[config.mk]
export PLATFORM = sky130hd
export DESIGN_NAME = sampler_sreg_ctrl
export DESIGN_NICKNAME = d
export VERILOG_FILES = /design/src/rtl/sampler_sreg_pkg.sv /design/src/rtl/sreg_phase_timer.sv /design/src/rtl/sreg_serializer.sv /design/src/rtl/sampler_sreg_ctrl.sv
export SDC_FILE = /design/constraint.sdc
export NUM_CORES = 1
export LEC_CHECK = 0
export CAP_MARGIN = 5
export CORE_MARGIN = 3
export CORE_UTILIZATION = 51
export DETAILED_ROUTE_END_ITERATION = 12
export GPL_TIMING_DRIVEN = 0
export PLACE_DENSITY_LB_ADDON = 0.15
export SLEW_MARGIN = 20
export SYNTH_ARGS = -nofsm -noshare
export SYNTH_HDL_FRONTEND = slang
export SYNTH_SLANG_ARGS = --single-unit
[constraint.sdc]
create_clock -name clk -period 2.5 [get_ports clk]
set_input_delay 0.5 -clock clk [delete_from_list [all_inputs] [get_ports clk]]
set_output_delay 0.5 -clock clk [all_outputs]
set_load 0.005 [all_outputs]
[src/rtl/sampler_sreg_pkg.sv]
package sampler_sreg_pkg;

    typedef enum logic [1:0] {
        OP_CFG = 2'd0,
        OP_WSR = 2'd1,
        OP_SEG = 2'd2,
        OP_RSV = 2'd3
    } op_e;

    localparam logic [3:0] A_IDLE = 4'b1111;
    localparam logic [3:0] A_CFG  = 4'b1100;
    localparam logic [3:0] A_WSR  = 4'b1101;

    typedef enum logic [2:0] {
        S_IDLE,
        S_SETUP,
        S_LOW,
        S_HIGH,
        S_FINISH,
        S_WAIT
    } st_e;

    typedef struct packed {
        st_e        st;
        logic [3:0] addr;
        logic       sclk;
        logic       we;
        logic       done;
        logic       seg;
        logic       rd;
    } ctl_t;

endpackage

[src/rtl/sreg_phase_timer.sv]
module sreg_phase_timer #(
    parameter int W = 2
) (
    input  logic         clk,
    input  logic         rst_n,
    input  logic         ld,
    input  logic [W-1:0] ld_val,
    output logic         zero
);
    logic [W-1:0] cnt_d, cnt_q;

    always_comb begin
        if (ld)
            cnt_d = ld_val;
        else if (cnt_q != '0)
            cnt_d = cnt_q - 1'b1;
        else
            cnt_d = cnt_q;
    end

    always_ff @(posedge clk or negedge rst_n) begin
        if (!rst_n) cnt_q <= '0;
        else        cnt_q <= cnt_d;
    end

    assign zero = (cnt_q == '0);
endmodule

[src/rtl/sreg_serializer.sv]
module sreg_serializer #(
    parameter int DW = 8
) (
    input  logic          clk,
    input  logic          rst_n,
    input  logic          ld,
    input  logic [DW-1:0] ld_data,
    input  logic          adv,
    output logic          bit_o,
    output logic          last_o
);
    localparam int IW = $clog2(DW);

    logic [DW-1:0] sh_d, sh_q;
    logic [IW-1:0] idx_d, idx_q;

    always_comb begin
        sh_d  = sh_q;
        idx_d = idx_q;
        if (ld) begin
            sh_d  = ld_data;
            idx_d = '0;
        end else if (adv) begin
            sh_d  = {sh_q[DW-2:0], 1'b0};
            idx_d = idx_q + 1'b1;
        end
    end

    always_ff @(posedge clk or negedge rst_n) begin
        if (!rst_n) begin
            sh_q  <= '0;
            idx_q <= '0;
        end else begin
            sh_q  <= sh_d;
            idx_q <= idx_d;
        end
    end

    assign bit_o  = sh_q[DW-1];
    assign last_o = (idx_q == IW'(DW-1));
endmodule

[src/rtl/sampler_sreg_ctrl.sv]
module sampler_sreg_ctrl
    import sampler_sreg_pkg::*;
#(
    parameter int DW       = 8,
    parameter int HALF_PER = 1,
    parameter int RD_DLY   = 1
) (
    input  logic          clk,
    input  logic          rst_n,
    input  logic          req_valid_i,
    input  logic [1:0]    req_op_i,
    input  logic [DW-1:0] req_data_i,
    input  logic          trig_stop_i,
    input  logic          wsr_pin_i,
    output logic          busy_o,
    output logic          done_o,
    output logic          seg_o,
    output logic [3:0]    addr_o,
    output logic          sclk_o,
    output logic          sdata_o,
    output logic          wr_en_o,
    output logic          samp_en_o
);
    localparam int TMAX = (HALF_PER > RD_DLY) ? HALF_PER : RD_DLY;
    localparam int TW   = $clog2(TMAX) + 1;
    localparam logic [TW-1:0] T_HALF = TW'(HALF_PER - 1);
    localparam logic [TW-1:0] T_RD   = TW'(RD_DLY - 1);

    ctl_t q, d;

    logic          tmr_ld;
    logic [TW-1:0] tmr_val;
    logic          tmr_zero;
    logic          ser_ld;
    logic          ser_adv;
    logic          ser_bit;
    logic          ser_last;
    op_e           op;

    assign op = op_e'(req_op_i);

    sreg_phase_timer #(.W(TW)) u_tmr (
        .clk    (clk),
        .rst_n  (rst_n),
        .ld     (tmr_ld),
        .ld_val (tmr_val),
        .zero   (tmr_zero)
    );

    sreg_serializer #(.DW(DW)) u_ser (
        .clk     (clk),
        .rst_n   (rst_n),
        .ld      (ser_ld),
        .ld_data (req_data_i),
        .adv     (ser_adv),
        .bit_o   (ser_bit),
        .last_o  (ser_last)
    );

    always_comb begin
        d       = q;
        d.done  = 1'b0;
        tmr_ld  = 1'b0;
        tmr_val = '0;
        ser_ld  = 1'b0;
        ser_adv = 1'b0;
        case (q.st)
            S_IDLE: begin
                d.we   = !trig_stop_i;
                d.addr = A_IDLE;
                d.sclk = 1'b0;
                if (req_valid_i && op != OP_RSV) begin
                    d.st   = S_SETUP;
                    d.we   = 1'b0;
                    d.addr = (op == OP_CFG) ? A_CFG : A_WSR;
                    d.rd   = (op == OP_SEG);
                    ser_ld = (op != OP_SEG);
                end
            end
            S_SETUP: begin
                tmr_ld = 1'b1;
                if (q.rd) begin
                    d.st    = S_WAIT;
                    tmr_val = T_RD;
                end else begin
                    d.st    = S_LOW;
                    tmr_val = T_HALF;
                end
            end
            S_LOW: begin
                if (tmr_zero) begin
                    d.st    = S_HIGH;
                    d.sclk  = 1'b1;
                    tmr_ld  = 1'b1;
                    tmr_val = T_HALF;
                end
            end
            S_HIGH: begin
                if (tmr_zero) begin
                    d.sclk  = 1'b0;
                    ser_adv = 1'b1;
                    if (ser_last) begin
                        d.st = S_FINISH;
                    end else begin
                        d.st    = S_LOW;
                        tmr_ld  = 1'b1;
                        tmr_val = T_HALF;
                    end
                end
            end
            S_FINISH: begin
                d.st   = S_IDLE;
                d.we   = !trig_stop_i;
                d.addr = A_IDLE;
                d.done = 1'b1;
            end
            S_WAIT: begin
                if (tmr_zero) begin
                    d.st   = S_IDLE;
                    d.seg  = wsr_pin_i;
                    d.we   = !trig_stop_i;
                    d.addr = A_IDLE;
                    d.done = 1'b1;
                end
            end
            default: d.st = S_IDLE;
        endcase
    end

    always_ff @(posedge clk or negedge rst_n) begin
        if (!rst_n) begin
            q.st   <= S_IDLE;
            q.addr <= A_IDLE;
            q.sclk <= 1'b0;
            q.we   <= 1'b1;
            q.done <= 1'b0;
            q.seg  <= 1'b0;
            q.rd   <= 1'b0;
        end else begin
            q <= d;
        end
    end

    assign busy_o    = (q.st != S_IDLE);
    assign done_o    = q.done;
    assign seg_o     = q.seg;
    assign addr_o    = q.addr;
    assign sclk_o    = q.sclk;
    assign sdata_o   = ser_bit;
    assign wr_en_o   = q.we;
    assign samp_en_o = 1'b1;
endmodule

Yosys cells after proc, flatten, opt, wreduce, memory -nomap -nowiden
Index checks and enable logic that the tools add are counted.

cells by class
  equality and inequality tests = 13
  $add $sub $neg = 2
  bitwise operators = 1
  reduce and logical (&&, ||, !) cells = 13
  multiplexer cells = 29

operators with widths
  cell                   number
  $mux W3                7
  $mux W8                2
  $pmux W3 S5            1
  $mux W7                2
  $mux W1                12
  $ne A2 B2 Y1 const B   6
  $pmux W4 S3            1
  $eq A3 B3 Y1 const B   3
  $pmux W1 S3            3
  $reduce_bool A3 Y1     3
  $eq A3 B2 Y1 const B   2
  $reduce_and A2 Y1      3
  $reduce_and A4 Y1      1
  $add A3 B1 Y3 const B  1
  $eq A3 B1 Y1 const B   1
  $logic_not A3 Y1       1
  $reduce_and A3 Y1      1
  $eq A2 B2 Y1 const B   1
  $logic_not A2 Y1       1
  $pmux W1 S2            1
  $reduce_bool A2 Y1     1
  $logic_and A1 B1 Y1    1
  $logic_not A1 Y1       1
  $not A1 Y1             1
  $sub A1 B1 Y1 const B  1

word-level totals
  logic and storage cells = 68
  bits in registers = 24
  output and inout port bits = 11
  input bits = 15

Longest topological paths before layout
  depth after elaboration = 5
  gate-level depth with buffers = 4
  gate-level depth less buffers = 4

By module
Synthesis repeated with hierarchy kept, for this count alone.

second synthesis, totals
  cells, all modules = 116
  area, all modules = 1162.4 µm²

modules (own cells, without submodules)
  module             seq. area each (µm²)  area an instance (µm²)  cells each  times used
  sampler_sreg_ctrl  254.0                 616.8                   67          1
  sreg_serializer    275.3                 510.5                   46          1
  sreg_phase_timer   25.0                  35.0                    3           1

Worst setup path before layout
Ideal clock, no wire load.

  kind = register to register
  start = register q[10] (netlist name)
  end = register u_ser.sh_q[3]
  clock period less this slack = 1.656 ns
  buffers on the path = 1
  arrival time = 1.531 ns
  stages on the path, launching flop included = 5
  path slack = 0.844 ns
  library setup time = 0.125 ns
  required time = 2.375 ns
  cells stage by stage = dfrtp_1 > or4b_4 > nor2_8 > buf_12 > mux2_4

on the way
  word-level cells in the longest chain between the ends = 3
  elaborated cells between the ends (all ways) = 6
  classes of those cells = 1 x eq/ne; 3 x mux; 2 x reduce/logical

ends and longest elaborated chain
  item                                                                   RTL line                 text
  start, declared                                                        sampler_sreg_ctrl.sv:29  ctl_t q, d;
  $eq A3 B2 Y1 / $logic_not A3 Y1 (equally long branches)                sampler_sreg_ctrl.sv:67  case (q.st)
  $mux W1                                                                sampler_sreg_ctrl.sv:67
  $reduce_bool A2 Y1 (no source line) / $mux W8 (equally long branches)  --
  end signal, assigned                                                   sreg_serializer.sv:31    sh_q <= '0;
  end signal, assigned                                                   sreg_serializer.sv:34    sh_q <= sh_d;
  end, declared                                                          sreg_serializer.sv:14    logic [DW-1:0] sh_d, sh_q;

Several ways; a longest one is shown, not always the timed one.
A chain may end at the register's enable or synchronous reset.

Worst setup path in the final report
  start = register q[10] (netlist name)
  end = output port busy_o

on the way
  word-level cells in the longest chain between the ends = 1

ends and longest elaborated chain
  item                RTL line                  text
  $reduce_bool A3 Y1  sampler_sreg_ctrl.sv:144  assign busy_o = (q.st != S_IDLE);
  end, declared       sampler_sreg_ctrl.sv:15   output logic busy_o,

Every way passes these cells.

==> results_dict.tcl <==
set metrics [dict create \
    wire_length_of_the_first_global_routing_pass_um 3210 \
    total_power_mw 1.48 \
    netlist.area_leader.share_pct 42.2 \
    final_max_slew_viol_count 0 \
    wl_um 1820 \
    clk_latency_ps 300 \
    share_clk_of_total_power_pct 10.9 \
    rrSetupSlack_ps 740 \
    grtUsageMet3_pct 3.72 \
    worst_path_dominant_cell_family "buffers and inverters" \
    synth.cell_area_mm2 0.00107 \
    post_synth_fa_ha_maj_area_fraction_pct 2.34 \
    timing.critical_path.slowest_stage_cell "dfrtp_1" \
    drt_iter0_markers 3 \
    timing.setup.tns_ps 0 \
    average_footprint_of_a_synthesized_cell_um2 12.1 \
    cap_viol_max_count 0 \
    die_h_um 51.7 \
    seq_power_share_pct 40.8 \
    worst_margin_pin_slew_ps 901 \
    worstHoldPathType "reg -> reg" \
    path_class "reg -> out" \
    critPathArrivalTime_ps 1890 \
    path_max_fanout 10 \
    startpoint_type "flop" \
    synth_area_leader_cell "dfrtp_1" \
    tritoncts.num_buffers 3 \
    fin_skew_ps 2.68 \
    place_hpwl_um 1420 \
    global_route.usage.total_pct 16.6 \
    detailedRoute.firstPassIterationCount 4 \
    fin_worst_hold_slack_ps 500 \
    use_met1_pct 18.1 \
    report.final.setup_viol 0 \
    post-synth-top-count-cell "dfrtp_1" \
    synth_edf_count 0 \
    synth-warning-count 0 \
    timing.hold.worst.start "addr_o[1]" \
    vias_per_cell 5.09 \
    chipWidth_um 51.7 \
    ctsHtreeMaxLevel 1 \
    worst-endpoint-required_ps 2000 \
    yosys-mux-area-fraction_pct 18.5 \
    dp_slack_ps 325 \
    use_met2_pct 28.8 \
    cts.root.buffer_cell "clkbuf_4" \
    antenna_found_initial 0 \
    placedCellCount 137 \
    total_number_of_vias 718 \
    maxClockFrequency_mhz 419 \
    grt_overflow_total 0 \
    finalWorstPathRequiredPeriod_ps 2390 \
    async_reset_ff_share_pct 100 \
    detail_route.wl_per_cell_um 12.9 \
    floorplan.die_area_mm2 0.00268 \
    critical_path.n_buffers_inverters 2 \
    irDropWorstVdd_uv 796 \
    grt-busiest-layer "met2" \
    drc 0 \
    ys_ff_latch 21 \
    ys_top_cells_by_area "dfrtp_1 42%, mux2_2 11%, dfstp_2 7.4%, mux2_4 7.0%, buf_4 3.5%" \
    power.density_cell_area_mw_per_mm2 1090 \
    critPathLaunch "q[10]" \
    num_antenna_cells 0 \
    worst_slack_ps 113 \
    drtAntennaViolNets 0 \
    cts_max_path_buffers 2 \
    path_cells "clkbuf_1 > or3_1 > clkdlybuf4s50_1" \
    post_synth_xor_area_fraction_pct 0.821 \
    slew_headroom_pct 39.8 \
    internal_power_mw 1.01 \
    grt_max_degree 22 \
    synth_flop_cell "dfrtp_1" \
    routabilityCongestion 0.753 \
    final_cell_count_no_fill 141 \
    sequential_to_total_area_share_from_yosys_stat_pct 49.6 \
    cts_hold_buffers 0 \
    clk_pin_slew_ps 110 \
    timing_hold_violations_final 0 \
    cp_slowest_stage_delay_ps 470 \
    switching_share_pct 31.7 \
    worstSetupEndpointType "primary output" \
    run_status "completed" \
    synthSimpleGateAreaFrac_pct 12.2 \
    core_area_mm2 0.00184 \
    post_route_cells_drive_above_1_share_pct 27.6 \
    layout.nets 134 \
    areaGrowthSynthToFinish_pct 26.8 \
    rr_startpoint "q[10]" \
    netlist_instances 88 \
    tritoncts_sink_count 21 \
    io_buffers 22 \
    cts_setup_buffers 0 \
    comb_power_share_pct 48.3 \
    ioPinCount 26 \
    power.static_leakage_nw 0.608 \
    row_count 15 \
    synth-compound-area-share_pct 8.91 \
    fin_crit_sh_pct 95.5 \
    start_util_pct 58.0 \
    grt_setup_unrepaired "no" \
    yosys.cell_types.count 30 \
    post_cts.resized_instances 0 \
    cts_tree "done" \
    number_of_global_route_vias_before_repair 730 \
    synth_top_family_by_area "multiplexers" \
    netSwitchingPower_uw 470 \
    synth.cells.most_frequent "18 x dfrtp_1, 10 x mux2_2, 6 x nand2_1, 6 x o21ai_0" \
]
-- cell type report --
type | count | area, um^2
Tap cell | 25 | 31.3
Inverter | 2 | 7.51
Sequential cell | 21 | 529
Clock buffer | 3 | 22.5
Multi-Input combinational cell | 58 | 468
Fill cell | 145 | 485
Buffer | 9 | 70.1
Timing Repair Buffer | 22 | 220
Clock inverter | 1 | 5.00
-- logic make-up after synthesis --
family | Yosys count
buffers and inverters | 11
other | 1
XOR/XNOR | 1
multiplexers | 16
adder cells (fa/ha/maj) | 2
flip-flops | 21
AND/OR/NAND/NOR | 21
AO/OA/AOI/OAI | 15
-- final timing paths --
path | to | cells after the start
worst max-delay path | busy_o | 3
worst min-delay path | addr_o[1] | 2
worst max register to register | u_ser.sh_q[5] | 4
worst min register to register | addr_o[1] | 2
max in group asynchronous | u_ser.idx_q[0] | 1
min in group asynchronous | u_ser.idx_q[1] | 1
-- registers in the layout, summed over array words and instances (netlist names) --
name	cells
done_o	1
u_ser.sh_q	8
wr_en_o	1
sclk_o	1
seg_o	1
u_ser.idx_q	3
q	4
addr_o	2
-- placed cells by master, fill, tap and decap left out, types with 3 or more instances in the layout --
| master | instances |
|---|---|
| mux2_2 | 10 |
| mux2_4 | 5 |
| dfstp_2 | 3 |
| a21oi_1 | 4 |
| dfrtp_1 | 18 |
| nor2b_1 | 3 |
| conb_1 | 3 |
| clkdlybuf4s50_1 | 22 |
| nor2_1 | 3 |
| buf_4 | 5 |
| nand2_1 | 6 |
| o21ai_0 | 6 |
| clkbuf_4 | 3 |
-- worst reg2reg max path, stage by stage, from the launching register on --
cell,delay (ps)
dfrtp_1,470
or4b_4,610
nor2_8,130
buf_12,150
mux2_4,300
-- power groups by stage --
stage / Sequential, mW / Combinational (mW) / Clock [mW]
floorplan: 0.589 / 0.505 / 0
global placement: 0.601 / 0.697 / 0
detailed placement: 0.613 / 0.724 / 0
CTS: 0.605 / 0.727 / 0.170
global route: 0.629 / 0.800 / 0.182
finish: 0.604 / 0.714 / 0.162
-- through the flow --
step,instance area (um^2),utilization [%]
2_1_floorplan,1070,-
3_5_place_dp,1330,72.1
4_1_cts,1350,73.6
3_3_place_gp,1330,72.1
6_report,1350,73.6
5_1_grt,1350,73.6
-- routing by layer --
metal  up-vias  part of all wire (%)  wire, um
li1        354                     -         -
met1       343                    43       777
met2        17                    50       908
met3         4                   4.6        83
met4         0                   2.6        48
met5         -                     0         0
(Power assumes the default switching activity.)
